===== src/rtl/pgw_pkg.sv =====
`timescale 1ns/1ps
package pgw_pkg;
  localparam int unsigned WORD_W     = 32;
  localparam int unsigned PAGE_OFS_W = 12;
  localparam int unsigned BIG_OFS_W  = 22;
  localparam int unsigned IDX_W      = 10;
  localparam int unsigned ENT_B      = 2;   // log2 of entry size in bytes
  localparam int unsigned PTE_P  = 0;
  localparam int unsigned PTE_RW = 1;
  localparam int unsigned PTE_US = 2;
  localparam int unsigned PTE_A  = 5;
  localparam int unsigned PTE_D  = 6;
  localparam int unsigned PTE_PS = 7;
  localparam int unsigned ERR_W  = 3;

  typedef enum logic [3:0] {
    ST_IDLE, ST_FLAT, ST_DIR_RD, ST_DIR_WAIT, ST_DIR_EVAL, ST_DIR_WB,
    ST_TBL_RD, ST_TBL_WAIT, ST_TBL_EVAL, ST_LEAF_WB, ST_DONE
  } walkState_t;

  typedef enum logic [1:0] {RES_FLAT, RES_OK, RES_NP, RES_PROT} resKind_t;
  typedef enum logic [1:0] {MS_DIR_RD, MS_DIR_WB, MS_TBL_RD, MS_LEAF_WB} memSel_t;

  typedef struct packed {
    logic     latchReq;
    logic     capDir;
    logic     capTbl;
    logic     finish;
    resKind_t kind;
    memSel_t  memSel;
  } walkStrobe_t;

  typedef struct packed {
    logic dirPresent;
    logic dirLarge;
    logic dirAccessed;
    logic tblPresent;
    logic permFault;
    logic leafNeedWb;
  } walkStatus_t;
endpackage


===== src/rtl/pgw_ctrl.sv =====
`timescale 1ns/1ps
module pgw_ctrl
  import pgw_pkg::*;
(
  input  logic        clk,
  input  logic        rstN,
  input  logic        reqValid,
  input  logic        cfgPagingOn,
  input  logic        memReqReady,
  input  logic        memRspValid,
  input  walkStatus_t status,
  output logic        reqReady,
  output logic        memReqValid,
  output logic        doneValid,
  output walkStrobe_t strobe
);
  walkState_t state, nextState;

  always_ff @(posedge clk or negedge rstN) begin
    if (!rstN) state <= ST_IDLE;
    else       state <= nextState;
  end

  always_comb begin
    nextState     = state;
    strobe        = '0;
    strobe.kind   = RES_OK;
    strobe.memSel = MS_DIR_RD;
    unique case (state)
      ST_IDLE: begin
        if (reqValid) begin
          strobe.latchReq = 1'b1;
          nextState = cfgPagingOn ? ST_DIR_RD : ST_FLAT;
        end
      end
      ST_FLAT: begin
        strobe.finish = 1'b1;
        strobe.kind   = RES_FLAT;
        nextState     = ST_DONE;
      end
      ST_DIR_RD: begin
        strobe.memSel = MS_DIR_RD;
        if (memReqReady) nextState = ST_DIR_WAIT;
      end
      ST_DIR_WAIT: begin
        if (memRspValid) begin
          strobe.capDir = 1'b1;
          nextState = ST_DIR_EVAL;
        end
      end
      ST_DIR_EVAL: begin
        if (!status.dirPresent) begin
          strobe.finish = 1'b1;
          strobe.kind   = RES_NP;
          nextState     = ST_DONE;
        end else if (status.dirLarge) begin
          if (status.permFault) begin
            strobe.finish = 1'b1;
            strobe.kind   = RES_PROT;
            nextState     = ST_DONE;
          end else if (status.leafNeedWb) begin
            nextState = ST_LEAF_WB;
          end else begin
            strobe.finish = 1'b1;
            nextState     = ST_DONE;
          end
        end else if (!status.dirAccessed) begin
          nextState = ST_DIR_WB;
        end else begin
          nextState = ST_TBL_RD;
        end
      end
      ST_DIR_WB: begin
        strobe.memSel = MS_DIR_WB;
        if (memReqReady) nextState = ST_TBL_RD;
      end
      ST_TBL_RD: begin
        strobe.memSel = MS_TBL_RD;
        if (memReqReady) nextState = ST_TBL_WAIT;
      end
      ST_TBL_WAIT: begin
        strobe.memSel = MS_TBL_RD;
        if (memRspValid) begin
          strobe.capTbl = 1'b1;
          nextState = ST_TBL_EVAL;
        end
      end
      ST_TBL_EVAL: begin
        strobe.memSel = MS_TBL_RD;
        if (!status.tblPresent) begin
          strobe.finish = 1'b1;
          strobe.kind   = RES_NP;
          nextState     = ST_DONE;
        end else if (status.permFault) begin
          strobe.finish = 1'b1;
          strobe.kind   = RES_PROT;
          nextState     = ST_DONE;
        end else if (status.leafNeedWb) begin
          nextState = ST_LEAF_WB;
        end else begin
          strobe.finish = 1'b1;
          nextState     = ST_DONE;
        end
      end
      ST_LEAF_WB: begin
        strobe.memSel = MS_LEAF_WB;
        if (memReqReady) begin
          strobe.finish = 1'b1;
          nextState     = ST_DONE;
        end
      end
      ST_DONE:  nextState = ST_IDLE;
      default:  nextState = ST_IDLE;
    endcase
  end

  assign reqReady    = (state == ST_IDLE);
  assign doneValid   = (state == ST_DONE);
  assign memReqValid = (state == ST_DIR_RD) || (state == ST_DIR_WB) ||
                       (state == ST_TBL_RD) || (state == ST_LEAF_WB);

  AST_DONE_PULSE: assert property (@(posedge clk) disable iff (!rstN)
    doneValid |=> !doneValid && reqReady);
  AST_EVAL_AFTER_DATA: assert property (@(posedge clk) disable iff (!rstN)
    (state == ST_DIR_EVAL || state == ST_TBL_EVAL) |-> $past(memRspValid));
endmodule


===== src/rtl/pgw_dpath.sv =====
`timescale 1ns/1ps
module pgw_dpath
  import pgw_pkg::*;
(
  input  logic              clk,
  input  logic              rstN,
  input  walkStrobe_t       strobe,
  input  logic [WORD_W-1:0] reqAddr,
  input  logic              reqWrite,
  input  logic              reqUser,
  input  logic [WORD_W-1:0] cfgRoot,
  input  logic              cfgWrProtect,
  input  logic              cfgLargeEn,
  input  logic [WORD_W-1:0] cfgA20Mask,
  input  logic [WORD_W-1:0] memRspRdata,
  output walkStatus_t       status,
  output logic              memReqWrite,
  output logic [WORD_W-1:0] memReqAddr,
  output logic [WORD_W-1:0] memReqWdata,
  output logic              doneFault,
  output logic [WORD_W-1:0] donePaddr,
  output logic              doneWritable,
  output logic [WORD_W-1:0] doneErr
);
  localparam logic [WORD_W-1:0] FRAME_MASK = {{(WORD_W-PAGE_OFS_W){1'b1}}, {PAGE_OFS_W{1'b0}}};
  localparam logic [WORD_W-1:0] ACC_BIT    = WORD_W'(1) << PTE_A;
  localparam logic [WORD_W-1:0] DIRTY_BIT  = WORD_W'(1) << PTE_D;

  logic [WORD_W-1:0] rAddr, rRoot, rA20, rPde, rPte;
  logic              rWrite, rUser, rWp, rLarge;

  always_ff @(posedge clk or negedge rstN) begin
    if (!rstN) begin
      rAddr <= '0; rRoot <= '0; rA20 <= '0;
      rWrite <= 1'b0; rUser <= 1'b0; rWp <= 1'b0; rLarge <= 1'b0;
    end else if (strobe.latchReq) begin
      rAddr  <= reqAddr;
      rRoot  <= cfgRoot;
      rA20   <= cfgA20Mask;
      rWrite <= reqWrite;
      rUser  <= reqUser;
      rWp    <= cfgWrProtect;
      rLarge <= cfgLargeEn;
    end
  end

  always_ff @(posedge clk or negedge rstN) begin
    if (!rstN) begin
      rPde <= '0;
      rPte <= '0;
    end else begin
      if (strobe.capDir) rPde <= memRspRdata;
      if (strobe.capTbl) rPte <= memRspRdata;
    end
  end

  // Entry addresses at both levels
  logic [WORD_W-1:0] dirAddr, tblAddr, leafAddr;
  assign dirAddr = ((rRoot & FRAME_MASK) +
                    {{(WORD_W-IDX_W-ENT_B){1'b0}}, rAddr[WORD_W-1 -: IDX_W], {ENT_B{1'b0}}}) & rA20;
  assign tblAddr = ((rPde & FRAME_MASK) +
                    {{(WORD_W-IDX_W-ENT_B){1'b0}}, rAddr[BIG_OFS_W-1 -: IDX_W], {ENT_B{1'b0}}}) & rA20;

  // Leaf selection and combined rights
  logic              isLarge, effUser, effRw;
  logic [WORD_W-1:0] leaf, leafWb, okPaddr;
  assign isLarge  = rPde[PTE_PS] & rLarge;
  assign leaf     = isLarge ? rPde : rPte;
  assign leafAddr = isLarge ? dirAddr : tblAddr;
  assign effUser  = isLarge ? rPde[PTE_US] : (rPde[PTE_US] & rPte[PTE_US]);
  assign effRw    = isLarge ? rPde[PTE_RW] : (rPde[PTE_RW] & rPte[PTE_RW]);
  assign leafWb   = leaf | ACC_BIT | (rWrite ? DIRTY_BIT : '0);
  assign okPaddr  = (isLarge ? {rPde[WORD_W-1:BIG_OFS_W], rAddr[BIG_OFS_W-1:0]}
                             : {rPte[WORD_W-1:PAGE_OFS_W], rAddr[PAGE_OFS_W-1:0]}) & rA20;

  always_comb begin
    status.dirPresent  = rPde[PTE_P];
    status.dirLarge    = isLarge;
    status.dirAccessed = rPde[PTE_A];
    status.tblPresent  = rPte[PTE_P];
    status.permFault   = (rUser & ~effUser) |
                         (rWrite & (rUser ? ~effRw : (rWp & ~effRw)));
    status.leafNeedWb  = ~leaf[PTE_A] | (rWrite & ~leaf[PTE_D]);
  end

  always_comb begin
    memReqWrite = 1'b0;
    memReqAddr  = dirAddr;
    memReqWdata = '0;
    unique case (strobe.memSel)
      MS_DIR_RD: memReqAddr = dirAddr;
      MS_DIR_WB: begin
        memReqWrite = 1'b1;
        memReqAddr  = dirAddr;
        memReqWdata = rPde | ACC_BIT;
      end
      MS_TBL_RD: memReqAddr = tblAddr;
      MS_LEAF_WB: begin
        memReqWrite = 1'b1;
        memReqAddr  = leafAddr;
        memReqWdata = leafWb;
      end
      default: memReqAddr = dirAddr;
    endcase
  end

  // Result register, loaded once per walk
  logic okWritable;
  assign okWritable = (leaf[PTE_D] | rWrite) & (rUser ? effRw : (~rWp | effRw));

  always_ff @(posedge clk or negedge rstN) begin
    if (!rstN) begin
      doneFault <= 1'b0; donePaddr <= '0; doneWritable <= 1'b0; doneErr <= '0;
    end else if (strobe.finish) begin
      unique case (strobe.kind)
        RES_FLAT: begin
          doneFault <= 1'b0; donePaddr <= rAddr & rA20;
          doneWritable <= 1'b1; doneErr <= '0;
        end
        RES_OK: begin
          doneFault <= 1'b0; donePaddr <= okPaddr;
          doneWritable <= okWritable; doneErr <= '0;
        end
        default: begin
          doneFault    <= 1'b1;
          donePaddr    <= '0;
          doneWritable <= 1'b0;
          doneErr      <= {{(WORD_W-ERR_W){1'b0}}, rUser, rWrite, (strobe.kind == RES_PROT)};
        end
      endcase
    end
  end

  AST_WB_MARKS_ACCESSED: assert property (@(posedge clk) disable iff (!rstN)
    memReqWrite |-> memReqWdata[PTE_A] && memReqWdata[PTE_P]);
endmodule


===== src/rtl/pg_walker.sv =====
`timescale 1ns/1ps
module pg_walker
  import pgw_pkg::*;
(
  input  logic        clk,
  input  logic        rstN,
  input  logic        reqValid,
  output logic        reqReady,
  input  logic [31:0] reqAddr,
  input  logic        reqWrite,
  input  logic        reqUser,
  input  logic [31:0] cfgRoot,
  input  logic        cfgPagingOn,
  input  logic        cfgWrProtect,
  input  logic        cfgLargeEn,
  input  logic [31:0] cfgA20Mask,
  output logic        memReqValid,
  input  logic        memReqReady,
  output logic        memReqWrite,
  output logic [31:0] memReqAddr,
  output logic [31:0] memReqWdata,
  input  logic        memRspValid,
  input  logic [31:0] memRspRdata,
  output logic        doneValid,
  output logic        doneFault,
  output logic [31:0] donePaddr,
  output logic        doneWritable,
  output logic [31:0] doneErr
);
  walkStrobe_t strobe;
  walkStatus_t status;

  pgw_ctrl i_ctrl (
    .clk(clk), .rstN(rstN), .reqValid(reqValid), .cfgPagingOn(cfgPagingOn),
    .memReqReady(memReqReady), .memRspValid(memRspValid), .status(status),
    .reqReady(reqReady), .memReqValid(memReqValid), .doneValid(doneValid),
    .strobe(strobe)
  );

  pgw_dpath i_dpath (
    .clk(clk), .rstN(rstN), .strobe(strobe),
    .reqAddr(reqAddr), .reqWrite(reqWrite), .reqUser(reqUser),
    .cfgRoot(cfgRoot), .cfgWrProtect(cfgWrProtect), .cfgLargeEn(cfgLargeEn),
    .cfgA20Mask(cfgA20Mask), .memRspRdata(memRspRdata), .status(status),
    .memReqWrite(memReqWrite), .memReqAddr(memReqAddr), .memReqWdata(memReqWdata),
    .doneFault(doneFault), .donePaddr(donePaddr), .doneWritable(doneWritable),
    .doneErr(doneErr)
  );

  AST_REQ_HELD: assert property (@(posedge clk) disable iff (!rstN)
    memReqValid && !memReqReady |=> memReqValid && $stable(memReqAddr) && $stable(memReqWrite));
  AST_IDLE_NO_MEM: assert property (@(posedge clk) disable iff (!rstN)
    reqReady |-> !memReqValid);
  AST_ERR_RESERVED: assert property (@(posedge clk) disable iff (!rstN)
    doneValid |-> doneErr[31:3] == '0);
  AST_OK_NO_ERR: assert property (@(posedge clk) disable iff (!rstN)
    doneValid && !doneFault |-> doneErr == '0);
endmodule


===== config.mk =====
export PLATFORM = sky130hd
export DESIGN_NAME = pg_walker
export DESIGN_NICKNAME = d
export VERILOG_FILES = /design/src/rtl/pgw_pkg.sv /design/src/rtl/pgw_ctrl.sv /design/src/rtl/pgw_dpath.sv /design/src/rtl/pg_walker.sv
export SDC_FILE = /design/constraint.sdc
export NUM_CORES = 1
export LEC_CHECK = 0
export ABC_AREA = 1
export BUFFER_PORTS_ARGS = -buffer_cell sky130_fd_sc_hd__buf_2
export CAP_MARGIN = 20
export CORE_AREA = 2 2 142 144
export CTS_BUF_LIST = sky130_fd_sc_hd__clkbuf_8
export DETAILED_ROUTE_END_ITERATION = 6
export DIE_AREA = 0 0 144 146
export HOLD_SLACK_MARGIN = 0.06
export PLACE_DENSITY = 0.75
export REMOVE_ABC_BUFFERS = 1
export SLEW_MARGIN = 20
export SYNTH_ARGS = -nofsm -noshare
export SYNTH_HDL_FRONTEND = slang
export SYNTH_SLANG_ARGS = --single-unit
export TNS_END_PERCENT = 20

===== constraint.sdc =====
create_clock -name clk -period 4.3 [get_ports clk]
set_input_delay 0.43 -clock clk [delete_from_list [all_inputs] [get_ports clk]]
set_output_delay 0.43 -clock clk [all_outputs]
set_load 0.01 [all_outputs]

==> results of run 1 <==
==> cell usage in the layout, fill, tap and decap left out, types with 4 or more instances in the layout <==
cell      synthesis  final
nor2_4            3      4
clkinv_4          0      4
dfrtp_1         193    193
clkbuf_8          0     18
mux2_2           45     45
nand2_1         263    262
o21ai_1          33     33
buf_2            21    227
nand2_2           5      5
nand3_1          36     35
conb_1            1     31
nor2_1           10     10
nand4_1          11     11
a21oi_1          33     33
inv_2             9      9
inv_1           107    107
buf_4            37      8
o21ai_0         189    189
a22o_1            8      8
o22ai_1           5      5
==> worst reg2reg max path: stages, from the launching register on <==
cell and delay (ns):
dfrtp_1 0.43, nand2_2 0.41, inv_2 0.26, nand2_1 0.12, nand2_1 0.05, nand2_1 0.08
inv_1 0.06, o21bai_2 0.17, nand3_2 0.37, inv_2 0.78, nand2_1 0.16, o21ai_0 0.13
==> cells by family (layout without fill, tap and decap cells) <==
kind of cell,after synthesis,after routing,share of synthesized area
simple gates,336,336,0.155
compound gates,277,277,0.159
buf+inv,202,386,0.103
flops,193,193,0.527
mux,45,45,0.0553
other cells,1,31,0.000409
==> how the worst max path moves through the flow <==
stage | start | endpoint | slack, ns | depth (start not counted)
after detailed placement | i_dpath.rPde[7]$_DFFE_PN0P_ | i_dpath.donePaddr[4]$_DFFE_PN0P_ | 1.20 | 11
after floorplan | i_ctrl.state[3]$_DFFE_PN0P_ | i_dpath.rA20[0]$_DFFE_PN0P_ | 0.40 | 4
after global placement | i_dpath.rPde[7]$_DFFE_PN0P_ | i_dpath.donePaddr[7]$_DFFE_PN0P_ | 1.35 | 11
final | i_ctrl.state[1]$_DFFE_PN0P_ | memReqAddr[13] | 0.85 | 8
after global routing | i_ctrl.state[1]$_DFFE_PN0P_ | memReqAddr[13] | 0.69 | 8
after CTS | i_ctrl.state[1]$_DFFE_PN0P_ | memReqAddr[5] | 0.82 | 8
==> metal layers <==
layer | up-vias | part of all wire | track usage
met2 | 311 | 0.48 | 0.412
met5 | - | 0.00046 | 0
li1 | 3780 | - | -
met4 | 2 | 0.012 | 0.0593
met1 | 3816 | 0.43 | 0.321
met3 | 30 | 0.079 | 0.0648
==> where the power goes <==
group          leakage (nW)  switching, W  total, W  internal [W]
registers              2.44      0.000508   0.00316       0.00265
clock network         0.217      0.000715   0.00131      0.000595
logic                  2.90       0.00211   0.00332       0.00121
total                  5.55       0.00333   0.00778       0.00445
==> state kept, by name (all words and copies together) (netlist names) <==
register / cells
i_ctrl.state: 4
i_dpath.doneErr: 3
i_dpath.doneFault: 1
i_dpath.donePaddr: 32
i_dpath.doneWritable: 1
i_dpath.rA20: 32
i_dpath.rAddr: 32
i_dpath.rLarge: 1
i_dpath.rPde: 32
i_dpath.rPte: 32
i_dpath.rRoot: 20
i_dpath.rUser: 1
i_dpath.rWp: 1
i_dpath.rWrite: 1
==> per-stage QoR <==
stage	hold WS, ns	setup WS [ns]	std cells
after floorplan	0.134	0.399	998
after global placement	0.460	1.35	1501
after global routing	0.114	0.688	1533
after CTS	0.0758	0.816	1533
final	0.0520	0.847	1533
after detailed placement	0.466	1.20	1501
==> cell type report <==
cell class              count  area, µm²
inverters                 116        435
clock buffers              17        234
repair buffers            238       1250
multi-input cells         689       3530
flip-flops and latches    193       4830
clock inverters            15        198
fillers                  1799       8530
well taps                 265        332
==> run summary, run 1 <==
The count of final max-slew check failures came to 0. The largest net degree at the start of global routing came out at about 110. The proportion of layout cells with a drive suffix above 1 is 0.271. The startpoint identified for the worst register-to-register timing path is i_dpath.rPde[7]$_DFFE_PN0P_.

The overall die width is 144 µm. The worst hold path belongs to the class in2async. The number of warnings issued by yosys came out at 0. The run finished with clean final reports.

Synthesis inferred 193 register bits. In this design, the critical path's most frequently occurring cell is nor2_4. The first-pass iteration count of the detailed router is 5. The count of antenna-violating nets left after detailed routing came out at 0. Clock-pin slew was measured on the worst setup and hold paths at 0.10 ns. The I/O pin count came out at 272.

The critical path's slowest cell is dfrtp_1. Detailed placement ended at an HPWL of 17.3 mm. The number of clock sinks seen by CTS is slightly below 200. The maximum level of the CTS H-tree came out at 4. The average detailed-routed wire length per instance is 16.9 µm. The area share of the largest cell type after synthesis came out at 0.527. The full die area is around 21,000 µm².

The count of standard-cell rows came out at just over 50. The detailed router finished its first iteration with 612 violations. The number of gates given a new drive strength after cts came out at 0. Relative to the synthesized area, the layout overhead comes to 17.9%. The final hold violation count came out at 0. The first-pass GRT wire length came out at 40.1 mm. Traced cell by cell, the critical path runs through nor2_4 -> nand2_2 -> nor2_4 -> a211oi_4 -> buf_4 -> o21ai_0 -> a21oi_1 -> buf_2. The dominant delay contributor by cell family on the critical path is simple AND/OR/NAND/NOR gates.

The maximum net fanout on the critical path is 36. The largest vdd supply drop is 296 µV. Buffers inserted during clock tree synthesis total 17. In this run the clock root is driven by a clkbuf_8.

The initial standard-cell utilization of the core is 0.474. The number of buffers inserted to repair setup after CTS is 0. The critical path data required time is 3.87 ns. The mapped netlist covers 9170 µm². After synthesis, the most frequently instantiated cells are nand2_1, dfrtp_1, o21ai_0. The via total after detailed routing came out at 7,939. The cell type with the highest aggregate area in the netlist is dfrtp_1. The number of antenna violations at the first check in global routing came out at 1. The hold buffer count at CTS is 0.

The clock latency on the worst-skew pair came out at between 0.4 and 0.5 ns. Yosys instantiated no cell more often than nand2_1. Summed over all cells, the static leakage comes to around 5.6 nW.

The number of global-route vias before repair came out at roughly 7,700. After detailed placement, the total cell area comes to 10,400 µm². For the pin with the worst max-slew slack, the measured transition is 0.924 ns. The critical register-to-register path endpoint is i_dpath.donePaddr[4]$_DFFE_PN0P_.

The synthesized instance count came out at 1,054. The worst endpoint data arrival time is ~3.0 ns. The clock passes through at most 2 buffers. The global-route usage over all layers came out at 0.247. Dividing total power by cell area gives a power density of roughly 700 nW/µm². The antenna diode count is 0. The fraction of registers with async set/reset came out at 1.00.

STA classifies the critical path endpoint as a primary output. The share of the core filled with cells in the final layout is 0.559. The sum of buffers and inverters on the critical path is 2. The relative slew slack came out at 0.384. The total negative slack for setup checks is 0 ns. The setup skew after layout came out at between 0.01 and 0.015 ns. The path depth of the worst reg2reg path came out at 11.

The final instance area came out at 10,800 µm². The total wire length came out at 25.9 mm. For this run, design rule violations remaining after detail routing come to 0.

The congestion estimate from routability-driven global placement came to just over 0.9. The part of the cycle the worst path needs came out at 0.803. The total chip power is 0.00778 W. The element type at the critical path start is a flop.

The number of max-capacitance violations reported is 0. The number of port buffers is 228. The chip height is 146 µm. In the post-synthesis netlist, the biggest area contributors are dfrtp_1, nand2_1, o21ai_0.

Setup violations remaining at the end of the flow were counted as 0. The per-instance average area after synthesis came out at 8.70 µm². The setup slack on the worst flop-to-flop path came out at 1.20 ns.

The net count reported at finish came out at 1,393. The most used flip-flop cell after synthesis is dfrtp_1. Setup repair after global routing left no endpoint under its margin. The core box area came out at 19,300 µm². TritonCTS built the clock tree.

For this run the aggregate overflow at the end of global routing stands at 0. In this run, synthesis inferred 0 flip-flops with an integrated enable. The number of distinct library cells after synthesis came out at 32.

After layout, the minimum clock period comes to 3.45 ns. The average via count per standard cell came out at 5.18. The kind of critical path is reg2out.

Static timing analysis puts the maximum clock frequency at 0.290 GHz. In this design, the stage delay of the slowest critical-path cell is 0.49 ns. The sequential cell area fraction in the yosys report is 0.527.
No activity file was read; power rests on OpenSTA's default activity.
==> inputs of run 2 (changes only) <==
Settings changed: PLACE_DENSITY 0.75 to 0.78.
Clock period 4.3 ns to 2.9 ns, I/O delays scaled along.
==> run 2 against run 1 <==
Net effect:
- worst setup slack worse by 0.77 ns
- power is 47% higher
- non-clock buffer count increased by 110
- clock power is 27% higher
- via count is 8.3% higher
- die area is the same
- first-iteration DRC count fell by 11%
- count of clock-buffer cells in the layout did not move
- clock skew is 0.0059 ns higher
- global-route usage is 1.9 points higher
- critical endpoint is now memReqAddr[10]
- highest routed layer is now met4
==> run summary, run 2 (synthesis results as in run 1) <==
Run status: finished clean (unchanged). The leading cell type in the layout, fill and taps excluded was nand2_1 (unchanged). The actual slew at the worst max-slew pin was 0.737 ns (was 0.924 ns). The average via count per standard cell came out at 5.23 (was 5.18). The count of antenna-violating nets left after detailed routing was 0 (unchanged).

The initial standard-cell utilization of the core is 0.474 (unchanged). The worst hold path class was in2reg (was in2async). The average detailed-routed wire length per instance came out at 16.9 µm (about the same). The total wire length is 27.9 mm (was 25.9 mm). The fraction of power spent switching nets came out at 0.437 (was 0.428). The path depth of the worst reg2reg path came to 12 (was 11). The total chip power is 0.0115 W (was 0.00778 W). The remaining global-route overflow is 0 (unchanged). The post-route DRC violation count is 0 (unchanged).

The clock share of power is 0.144 (was 0.168). The full die area is 21,000 µm² (unchanged). The setup skew after layout is 0.0176 ns (was 0.0118 ns). The fraction of power consumed by sequential logic came out at 0.409 (was 0.406). The element type at the critical path start is a flop (unchanged). The worst endpoint data arrival time came out at 2.53 ns (was 3.02 ns). The number of buffers created by CTS came out at 17 (unchanged). The area of placed instances came to 10,500 µm² (was 10,400 µm²). The detailed router's first-iteration violation count is 544 (was 612). Commonest non-fill, non-tap cells in the layout: nand2_1, buf_2, dfrtp_1, o21ai_0, inv_1 (unchanged). The synthesis-to-finish area growth is 29.2% (was 17.9%).

The number of max-capacitance violations reported is 0 (unchanged). The number of clock sinks seen by CTS was 193 (unchanged). The internal power contribution came out at 0.00646 W (was 0.00445 W).

The half-perimeter wire length after placement came out at 18.2 mm (was 17.3 mm). The kind of critical path is reg2out (unchanged). The total negative slack for setup checks came to 0 ns (unchanged). The critical path data required time came out at 2.61 ns (was 3.87 ns).

The relative slew slack is 0.509 (was 0.384). The final hold violation count came to 0 (unchanged). The net count reported at finish is 1,503 (was 1,393).

The number of global-route vias before repair is 8,525 (was 7,653). The TritonCTS clock tree is built (unchanged). The total power density per cell area came to 969 nW/µm² (was 720 nW/µm²). The clock period minus final worst setup slack came out at 2.82 ns. The number of antenna violations at the first check in global routing is 1 (unchanged).

The number of port buffers came out at 228 (unchanged). In the finished design, the share of the clock period the worst path needs comes to 0.973. The final instance area is 11,800 µm² (was 10,800 µm²). The cell chosen for the clock root was clkbuf_8 (unchanged). The share of power burned in combinational logic came to 0.447 (was 0.426).

The core box area was 19,300 µm² (unchanged). The hold path depth is 3. The overall die width came out at 144 µm (unchanged). The via total after detailed routing came to 8,597 (was 7,939). The clock latency on the worst-skew pair came out at 0.48 ns (about the same). The count of standard-cell rows came out at 51 (unchanged). The I/O pin count came to 272 (unchanged). The largest net degree at the start of global routing is 88 (was 114). The first-pass iteration count of the detailed router is 5 (unchanged). The total leakage power came to 5.98 nW (was 5.55 nW). The register clock-pin slew on the reported worst setup and hold paths came to 0.11 ns (was 0.10 ns). The largest vdd supply drop came out at 415 µV (was 296 µV). The proportion of layout cells with a drive suffix above 1 came out at 0.257 (was 0.271). The pre-CTS setup slack was 0.424 ns (was 1.20 ns).

The count of final max-slew check failures came out at 0 (unchanged). The upper clock frequency limit is 0.354 GHz. The final worst slack was 0.0790 ns (was 0.847 ns). The buffer levels on the longest clock path was 2 (unchanged). The critical path endpoint category is a primary output (unchanged).

The global-route usage over all layers was 0.266 (was 0.247). The final RePlAce weighted congestion came out at 0.882 (was 0.912). The first-pass GRT wire length is 43.1 mm (was 40.1 mm). The chip height is 146 µm (unchanged). The maximum net fanout on the critical path is 37 (was 36).

The maximum level of the CTS H-tree is 4 (unchanged). RSZ-0062 raised after global routing: true (was false). The share of the core filled with cells in the final layout came out at 0.612 (was 0.559). The switching component of the power is 0.00501 W (was 0.00333 W).

The final setup violation count is 0 (unchanged).
run 2: routing by layer:
metal / share of wire / track usage / routed length [µm] / vias up
met3: 0.080 / 0.0625 / 2230 / 58
met5: 0 / 0 / 0 / -
met2: 0.48 / 0.435 / 13300 / 386
li1: - / - / - / 4014
met4: 0.027 / 0.107 / 750 / 0
met1: 0.41 / 0.339 / 11600 / 4139
run 2: metrics by stage:
stage                     hold WS [ns]  cells
after global routing            0.0613   1643
after floorplan               -0.00559    998
after CTS                       0.0603   1643
final                           0.0772   1644
after global placement           0.400   1511
after detailed placement         0.404   1511
run 2: cell type report:
cell class,instances,area (µm²)
Fill cell,1642,7490
Sequential cell,193,4830
Multi-Input combinational cell,689,3530
Timing Repair Buffer,348,2350
Inverter,116,435
Tap cell,265,332
Clock buffer,17,234
Clock inverter,15,124
Antenna cell,1,2.50
run 2: power by group through the flow:
| stage | registers (W) | clock network, W | logic (W) |
|---|---|---|---|
| 5_1_grt | 0.00484 | 0.00181 | 0.00571 |
| 3_3_place_gp | 0.00467 | 0 | 0.00483 |
| 3_5_place_dp | 0.00472 | 0 | 0.00496 |
| 4_1_cts | 0.00467 | 0.00169 | 0.00509 |
| 2_1_floorplan | 0.00456 | 0 | 0.00316 |
| 6_report | 0.00469 | 0.00166 | 0.00513 |
run 2: timing repair:
action,in CTS,in global routing
hold endpoints to repair,188,0
resized for setup,0,2
buffers inserted,1,0
pin swaps,1,0
hold buffers,99,0
setup endpoints to repair,5,24
run 2: path summary, 6_finish.rpt:
| path | start | to | slack [ns] |
|---|---|---|---|
| max in group asynchronous | rstN | i_dpath.donePaddr[4]$_DFFE_PN0P_ | 1.69 |
| worst min-delay path | memRspRdata[1] | i_dpath.rPte[1]$_DFFE_PN0P_ | 0.08 |
| worst max register to register | i_dpath.rPde[7]$_DFFE_PN0P_ | i_dpath.donePaddr[10]$_DFFE_PN0P_ | 0.45 |
| worst min register to register | i_dpath.donePaddr[2]$_DFFE_PN0P_ | i_dpath.donePaddr[2]$_DFFE_PN0P_ | 0.49 |
| min in group asynchronous | rstN | i_dpath.donePaddr[26]$_DFFE_PN0P_ | 0.43 |
| worst max-delay path | i_ctrl.state[1]$_DFFE_PN0P_ | memReqAddr[10] | 0.08 |
run 2: worst max-delay path: stages (launching register included):
cell and delay [ns]:
dfrtp_1 0.50, nor2_4 0.29, nand2_2 0.22, nor2_4 0.18, a211oi_4 0.05, buf_6 0.22
o21ai_0 0.33, a21oi_1 0.09, buf_2 0.15
